<file path="src/rtl/pfvm_dec_pkg.sv">
package pfvm_dec_pkg;

  localparam int SLOT_BYTES = 8;
  localparam int SLOT_W     = SLOT_BYTES * 8;
  localparam int CODE_POS   = 0;
  localparam int REGB_POS   = 1;
  localparam int OFF_POS    = 2;
  localparam int OFF_BYTES  = 2;
  localparam int OFF_W      = OFF_BYTES * 8;
  localparam int IMM_POS    = OFF_POS + OFF_BYTES;
  localparam int IMM_BYTES  = 4;
  localparam int IMM_W      = IMM_BYTES * 8;
  localparam int WIDE_W     = 2 * IMM_W;
  localparam int RIDX_W     = 4;

  typedef enum logic [2:0] {
    CLS_LD    = 3'b000,
    CLS_LDX   = 3'b001,
    CLS_ST    = 3'b010,
    CLS_STX   = 3'b011,
    CLS_ALU   = 3'b100,
    CLS_JMP   = 3'b101,
    CLS_JMP32 = 3'b110,
    CLS_ALU64 = 3'b111
  } cls_e;

  typedef enum logic [2:0] {
    LSM_IMM  = 3'b000,
    LSM_ABS  = 3'b001,
    LSM_IND  = 3'b010,
    LSM_MEM  = 3'b011,
    LSM_RSVA = 3'b100,
    LSM_RSVB = 3'b101,
    LSM_XADD = 3'b110,
    LSM_SPR  = 3'b111
  } lsmode_e;

  typedef enum logic [1:0] {
    SZ_WORD = 2'b00,
    SZ_HALF = 2'b01,
    SZ_BYTE = 2'b10,
    SZ_DBL  = 2'b11
  } lssize_e;

  typedef struct packed {
    cls_e              cls;
    logic [3:0]        op;
    logic              src_sel;
    lsmode_e           mode;
    lssize_e           size;
    logic [RIDX_W-1:0] dst;
    logic [RIDX_W-1:0] src;
    logic [OFF_W-1:0]  offset;
    logic [WIDE_W-1:0] imm;
    logic              illegal;
    logic              bad_reg;
    logic              fp_write;
  } dec_rec_t;

endpackage

</file>
<file path="src/rtl/pfvm_slot_unpack.sv">
module pfvm_slot_unpack
  import pfvm_dec_pkg::*;
(
  input  logic [SLOT_W-1:0] slot,
  input  logic              big_endian,
  output logic [7:0]        code,
  output logic [RIDX_W-1:0] dst,
  output logic [RIDX_W-1:0] src,
  output logic [OFF_W-1:0]  offset,
  output logic [IMM_W-1:0]  imm32
);

  logic [7:0] byte_a [SLOT_BYTES];
  logic [7:0] reg_byte;

  generate
    for (genvar i = 0; i < SLOT_BYTES; i++) begin : g_bytes
      assign byte_a[i] = slot[8*i +: 8];
    end

    // displacement: byte order follows the layout mode
    for (genvar k = 0; k < OFF_BYTES; k++) begin : g_off
      assign offset[8*k +: 8] = big_endian ? byte_a[OFF_POS + OFF_BYTES - 1 - k]
                                           : byte_a[OFF_POS + k];
    end

    for (genvar k = 0; k < IMM_BYTES; k++) begin : g_imm
      assign imm32[8*k +: 8] = big_endian ? byte_a[IMM_POS + IMM_BYTES - 1 - k]
                                          : byte_a[IMM_POS + k];
    end
  endgenerate

  assign code     = byte_a[CODE_POS];
  assign reg_byte = byte_a[REGB_POS];
  assign dst      = big_endian ? reg_byte[7:4] : reg_byte[3:0];
  assign src      = big_endian ? reg_byte[3:0] : reg_byte[7:4];

endmodule

</file>
<file path="src/rtl/pfvm_legal_check.sv">
module pfvm_legal_check
  import pfvm_dec_pkg::*;
#(
  parameter int LAST_REG = 10,
  parameter int FP_REG   = 10
) (
  input  logic [7:0]        code,
  input  logic [RIDX_W-1:0] dst,
  input  logic [RIDX_W-1:0] src,
  output logic              illegal_mode,
  output logic              bad_reg,
  output logic              fp_write,
  output logic              wide_head
);

  localparam logic [RIDX_W-1:0] LAST_IDX = RIDX_W'(LAST_REG);
  localparam logic [RIDX_W-1:0] FP_IDX   = RIDX_W'(FP_REG);
  localparam logic [7:0] WIDE_CODE = {LSM_IMM, SZ_DBL, CLS_LD};

  cls_e    cls;
  lsmode_e mode;
  logic    is_mem_class;
  logic    writes_dst;

  assign cls          = cls_e'(code[2:0]);
  assign mode         = lsmode_e'(code[7:5]);
  assign is_mem_class = (cls == CLS_LD) || (cls == CLS_LDX) ||
                        (cls == CLS_ST) || (cls == CLS_STX);

  always_comb begin
    unique case (cls)
      CLS_ALU, CLS_ALU64, CLS_LDX: writes_dst = 1'b1;
      CLS_LD:                      writes_dst = (mode == LSM_IMM);
      default:                     writes_dst = 1'b0;
    endcase
  end

  assign illegal_mode = is_mem_class && ((mode == LSM_RSVA) || (mode == LSM_RSVB));
  assign bad_reg      = (dst > LAST_IDX) || (src > LAST_IDX);
  assign fp_write     = writes_dst && (dst == FP_IDX);
  assign wide_head    = (code == WIDE_CODE);

endmodule

</file>
<file path="src/rtl/pfvm_insn_decoder.sv">
module pfvm_insn_decoder
  import pfvm_dec_pkg::*;
#(
  parameter int LAST_REG   = 10,
  parameter int FP_REG     = 10,
  parameter int RST_STAGES = 2
) (
  input  logic              clk,
  input  logic              rst_n,
  input  logic              big_endian,
  input  logic              in_valid,
  output logic              in_ready,
  input  logic [SLOT_W-1:0] in_slot,
  output logic              out_valid,
  input  logic              out_ready,
  output logic [2:0]        out_class,
  output logic [3:0]        out_opcode,
  output logic              out_src_sel,
  output logic [2:0]        out_ls_mode,
  output logic [1:0]        out_ls_size,
  output logic [RIDX_W-1:0] out_dst,
  output logic [RIDX_W-1:0] out_src,
  output logic [OFF_W-1:0]  out_offset,
  output logic [WIDE_W-1:0] out_imm,
  output logic              out_illegal,
  output logic              out_bad_reg,
  output logic              out_fp_write
);

  // reset: asserted asynchronously, released through a synchronizer
  logic [RST_STAGES-1:0] rst_pipe;
  logic                  rst_ok;

  always_ff @(posedge clk or negedge rst_n) begin
    if (!rst_n) rst_pipe <= '0;
    else        rst_pipe <= {rst_pipe[RST_STAGES-2:0], 1'b1};
  end
  assign rst_ok = rst_pipe[RST_STAGES-1];

  // field extraction and legality
  logic [7:0]        cur_code;
  logic [RIDX_W-1:0] cur_dst;
  logic [RIDX_W-1:0] cur_src;
  logic [OFF_W-1:0]  cur_off;
  logic [IMM_W-1:0]  cur_imm32;
  logic              cur_ill, cur_badr, cur_fpw, cur_wide;

  pfvm_slot_unpack u_unpack (
    .slot       (in_slot),
    .big_endian (big_endian),
    .code       (cur_code),
    .dst        (cur_dst),
    .src        (cur_src),
    .offset     (cur_off),
    .imm32      (cur_imm32)
  );

  pfvm_legal_check #(
    .LAST_REG (LAST_REG),
    .FP_REG   (FP_REG)
  ) u_legal (
    .code         (cur_code),
    .dst          (cur_dst),
    .src          (cur_src),
    .illegal_mode (cur_ill),
    .bad_reg      (cur_badr),
    .fp_write     (cur_fpw),
    .wide_head    (cur_wide)
  );

  dec_rec_t cur_rec, join_rec, rec_n;
  dec_rec_t head_q, out_q;
  logic     pend_q, pend_n;
  logic     out_valid_q, valid_n;
  logic     head_en, out_en, fire;

  always_comb begin
    cur_rec          = '0;
    cur_rec.cls      = cls_e'(cur_code[2:0]);
    cur_rec.op       = cur_code[7:4];
    cur_rec.src_sel  = cur_code[3];
    cur_rec.mode     = lsmode_e'(cur_code[7:5]);
    cur_rec.size     = lssize_e'(cur_code[4:3]);
    cur_rec.dst      = cur_dst;
    cur_rec.src      = cur_src;
    cur_rec.offset   = cur_off;
    cur_rec.imm      = {{(WIDE_W-IMM_W){cur_imm32[IMM_W-1]}}, cur_imm32};
    cur_rec.illegal  = cur_ill;
    cur_rec.bad_reg  = cur_badr;
    cur_rec.fp_write = cur_fpw;
  end

  // wide load: upper word from the second slot, low word kept from the head
  always_comb begin
    join_rec         = head_q;
    join_rec.imm     = {cur_imm32, head_q.imm[IMM_W-1:0]};
    join_rec.illegal = head_q.illegal | (cur_code != '0);
  end

  assign in_ready = rst_ok && (!out_valid_q || out_ready);
  assign fire     = in_valid && in_ready;

  always_comb begin
    pend_n  = pend_q;
    head_en = 1'b0;
    out_en  = 1'b0;
    rec_n   = cur_rec;
    valid_n = out_valid_q && !out_ready;
    if (fire) begin
      if (pend_q) begin
        rec_n  = join_rec;
        out_en = 1'b1;
        pend_n = 1'b0;
      end else if (cur_wide) begin
        head_en = 1'b1;
        pend_n  = 1'b1;
      end else begin
        out_en = 1'b1;
      end
    end
    if (out_en) valid_n = 1'b1;
  end

  always_ff @(posedge clk or negedge rst_ok) begin
    if (!rst_ok) begin
      pend_q      <= 1'b0;
      out_valid_q <= 1'b0;
    end else begin
      pend_q      <= pend_n;
      out_valid_q <= valid_n;
    end
  end

  always_ff @(posedge clk) begin
    if (head_en) head_q <= cur_rec;
    if (out_en)  out_q  <= rec_n;
  end

  assign out_valid    = out_valid_q;
  assign out_class    = out_q.cls;
  assign out_opcode   = out_q.op;
  assign out_src_sel  = out_q.src_sel;
  assign out_ls_mode  = out_q.mode;
  assign out_ls_size  = out_q.size;
  assign out_dst      = out_q.dst;
  assign out_src      = out_q.src;
  assign out_offset   = out_q.offset;
  assign out_imm      = out_q.imm;
  assign out_illegal  = out_q.illegal;
  assign out_bad_reg  = out_q.bad_reg;
  assign out_fp_write = out_q.fp_write;

endmodule

</file>
<file path="config.mk">
export PLATFORM = sky130hd
export DESIGN_NAME = pfvm_insn_decoder
export DESIGN_NICKNAME = d
export VERILOG_FILES = /design/src/rtl/pfvm_dec_pkg.sv /design/src/rtl/pfvm_slot_unpack.sv /design/src/rtl/pfvm_legal_check.sv /design/src/rtl/pfvm_insn_decoder.sv
export SDC_FILE = /design/constraint.sdc
export NUM_CORES = 1
export LEC_CHECK = 0
export ABC_CLOCK_PERIOD_IN_PS = 1080
export BUFFER_PORTS_ARGS = -buffer_cell sky130_fd_sc_hd__buf_2
export CAP_MARGIN = 10
export CORE_MARGIN = 2
export CORE_UTILIZATION = 35
export CTS_CLUSTER_DIAMETER = 40
export DETAILED_ROUTE_END_ITERATION = 12
export PLACE_DENSITY_LB_ADDON = 0.25
export RECOVER_POWER = 100
export SLEW_MARGIN = 20
export SYNTH_ARGS = -nofsm -noshare
export SYNTH_HDL_FRONTEND = slang
export SYNTH_SLANG_ARGS = --single-unit
</file>
<file path="constraint.sdc">
create_clock -name clk -period 1.08 [get_ports clk]
set_clock_uncertainty 0.2 [all_clocks]
set_input_delay 0.108 -clock clk [delete_from_list [all_inputs] [get_ports clk]]
set_output_delay 0.108 -clock clk [all_outputs]
set_load 0.05 [all_outputs]
</file>
==> flow_summary.json <==
{
  "cts_max_level": 4,
  "rr_endpoint": "out_imm[16]$_DFFE_PP_",
  "r2r_start": "out_valid$_DFF_PN0_",
  "pre_cts_ws_ps": -897.2,
  "grt_max_degree": 31,
  "crit_fanout": 15,
  "ys.flop_type": "edfxtp_1",
  "hp-class": "in -> reg",
  "ff2ff_setup_slack_ps": -700,
  "power.total_w": 0.01735,
  "cap_violations": 0,
  "criticalPathCategory": "reg -> reg",
  "cts_buffer_depth": 2,
  "synth_top_area_share_pct": 69.81,
  "num_vias": 4804,
  "syn_area_per_cell_um2": 14.97,
  "ir_drop_v": 0.0009030,
  "numPortBuffers": 174,
  "root_buffer": "clkbuf_16",
  "post_dp_cell_area_um2": 9336,
  "timing.hold.ws_ps": -182.0,
  "cellPowerDensity_nw_per_um2": 1536,
  "die_w_um": 146.8,
  "r2r_cells": 6,
  "setup_slack_ps": -700.9,
  "io_pins": 175,
  "cp-end-kind": "flop",
  "fp.dieH_um": 146.8,
  "die-area_um2": 21560,
  "overflow": 0,
  "dr.pass1.iters": 4,
  "rows": 52,
  "placed_cells": 949,
  "clkPwrFrac_pct": 36.3,
  "slew_violations": 0,
  "synthTopCellsByArea": "edfxtp_1, mux2_2, a21oi_1",
  "place.gp.congestion": 0.7880,
  "finalCritPeriodShare_pct": 164.9,
  "ys_warn_count": 0,
  "syn_inst": 477,
  "crit_required_ps": 1010,
  "swShare_pct": 25.40,
  "wl_met3_um": 887,
  "setup_viol": 423,
  "clkLatencyLatePin_ps": 410,
  "stdcell_count": 1021,
  "critPathSlowestCell": "dfrtp_2",
  "critPathLaunchType": "flop",
  "core-area_um2": 20100,
  "dp_hpwl_um": 11220,
  "timing.final.hold_violations": 133,
  "layout-drive-gt1-share_pct": 54.59,
  "violations": "negative hold slack, negative setup slack",
  "grt_pass1_vias": 5004,
  "antenna_found_initial": 0,
  "crit_start": "out_valid$_DFF_PN0_",
  "m1WireLength_um": 7786,
  "postCtsHoldBufs": 10,
  "fin_area_um2": 11290,
  "ant_nets": 0,
  "wl_per_cell_um": 17.45,
  "max_clock_freq_ghz": 0.5615,
  "dr.max_layer_used": "met4",
  "cp_cell_sequence": "nand2b_4, and3_4, o31ai_4, clkinvlp_4, buf_12, buf_12",
  "grt_pass1_wl_um": 26740,
  "endpoint": "out_imm[16]$_DFFE_PP_",
  "drtIter0Drc": 207,
  "syn_area_um2": 7141,
  "synth_top_cell_by_area": "edfxtp_1",
  "cts_sinks": 170,
  "async_flop_share_pct": 2.353,
  "switching_power_w": 0.004406,
  "yosysUniqueCellTypes": 34,
  "cts_made_buffers": 17,
  "p_leak_nw": 4.428,
  "rsz0062_at_grt": "true",
  "cts_tree": "built",
  "initial_core_util_pct": 35.52,
  "crit_top_cell": "buf_12",
  "status": "finished, violations left",
  "synth_nets": 546,
  "ys_ff_latch": 170,
  "track_usage_pct": 16.07,
  "critPathTopFamily": "buffers and inverters",
  "critical_path_arrival_ps": 1710,
  "area_growth_pct": 58.16,
  "synth_edf_count": 166,
  "ys_seq_area_share_pct": 71.21,
  "period_minus_slack_ps": 1781,
  "final_nets": 807,
  "path_depth": 6,
  "critPathMaxStageDelay_ps": 420,
  "n_antenna_cell": 0,
  "max_flop_register": "head_q",
  "routed_via_density": 4.705,
  "routed_wl_um": 17820,
  "drc": 0,
  "intPower_w": 0.01294,
  "largest_reg_flops": 67,
  "cp_num_buf_inv": 3,
  "fill_cells": 1600,
  "power_frac_seq_pct": 44.5,
  "power_frac_comb_pct": 19.1,
  "wl_met2_um": 8890,
  "path_clk_slew_ps": 60
}
repair_timing:
item / 4_1_cts / 5_1_grt
resized for setup: 239 / 7
buffers inserted: 10 / 7
pin swaps: 2 / 1
endpoints found under the setup margin: 376 / 376
endpoints found under the hold margin: 160 / 126
cloned: 7 / 11
placed cells by master, fill, tap and decap left out, drive strengths merged, types with 2 or more instances in the layout:
master / instances
inv: 34
dlygate4sd3: 9
edfxtp: 166
buf: 243
dfrtp: 4
a21oi: 65
mux2i: 32
and3: 2
a31oi: 2
and2: 2
a211oi: 2
clkinvlp: 3
nand2b: 2
nand4: 3
nor4: 3
bufinv: 4
or3: 2
clkinv: 5
nand2: 31
clkbuf: 40
mux2: 46
nor2: 40
final cells by class:
class	instances	area, µm²	area share (%)
clock buffer	20	436.7	3.867
clock inverter	12	172.7	1.529
inverter	34	131.4	1.163
multi-input combinational	242	2316	20.51
sequential	170	5087	45.05
tap	270	337.8	2.991
timing repair buffer	273	2811	24.89
power by group through the flow:
stage / Combinational, W / Clock (W) / Sequential, W
2_1_floorplan: 0.00122 / 0 / 0.00854
3_3_place_gp: 0.00266 / 0 / 0.00781
3_5_place_dp: 0.00271 / 0 / 0.00782
4_1_cts: 0.00321 / 0.00645 / 0.00773
5_1_grt: 0.00349 / 0.00672 / 0.00774
6_report: 0.00332 / 0.00631 / 0.00773
metal layers:
layer / GRT usage (%) / up-vias
li1: - / 2268
met1: 20.65 / 2355
met2: 27.25 / 163
met3: 3.944 / 18
met4: 4.466 / 0
met5: 0 / -
per-stage QoR:
stage	hold slack [ps]	util [%]	setup TNS [ps]
floorplan	-387.6	-	-428540
global placement	-294.6	46.44	-214160
detailed placement	-292.8	46.44	-214500
CTS	-200.1	55.18	-194620
global route	-201.8	56.17	-219430
finish	-182.0	56.17	-199430
Yosys cell counts (all sizes together), types with 2 or more instances:
| cell | n |
|---|---|
| a211oi | 2 |
| nor2 | 40 |
| nand4 | 3 |
| buf | 30 |
| edfxtp | 166 |
| or3 | 2 |
| a21oi | 65 |
| dfrtp | 4 |
| and3 | 2 |
| mux2i | 32 |
| a31oi | 2 |
| inv | 34 |
| nand2b | 2 |
| mux2 | 46 |
| nor4 | 3 |
| and2 | 2 |
| nand2 | 31 |
kinds of logic after synthesis:
logic type | after synthesis | synth area share, %
mux | 78 | 12.11
compound gates | 75 | 5.625
simple gates | 88 | 5.519
buf+inv | 65 | 5.484
other cells | 1 | 0.05252
flops | 170 | 71.21
worst min path at each step:
stage | from | endpoint | cells past startpoint
after floorplan | rst_n | rst_pipe[0]$_DFF_PN0_ | 0
after global routing | in_slot[26] | head_q[69]$_DFFE_PP_ | 2
final | in_slot[29] | head_q[72]$_DFFE_PP_ | 2
after global placement | rst_n | rst_pipe[0]$_DFF_PN0_ | 1
after detailed placement | rst_n | rst_pipe[1]$_DFF_PN0_ | 1
after CTS | in_slot[29] | head_q[72]$_DFFE_PP_ | 2
(Power assumes the default switching activity.)
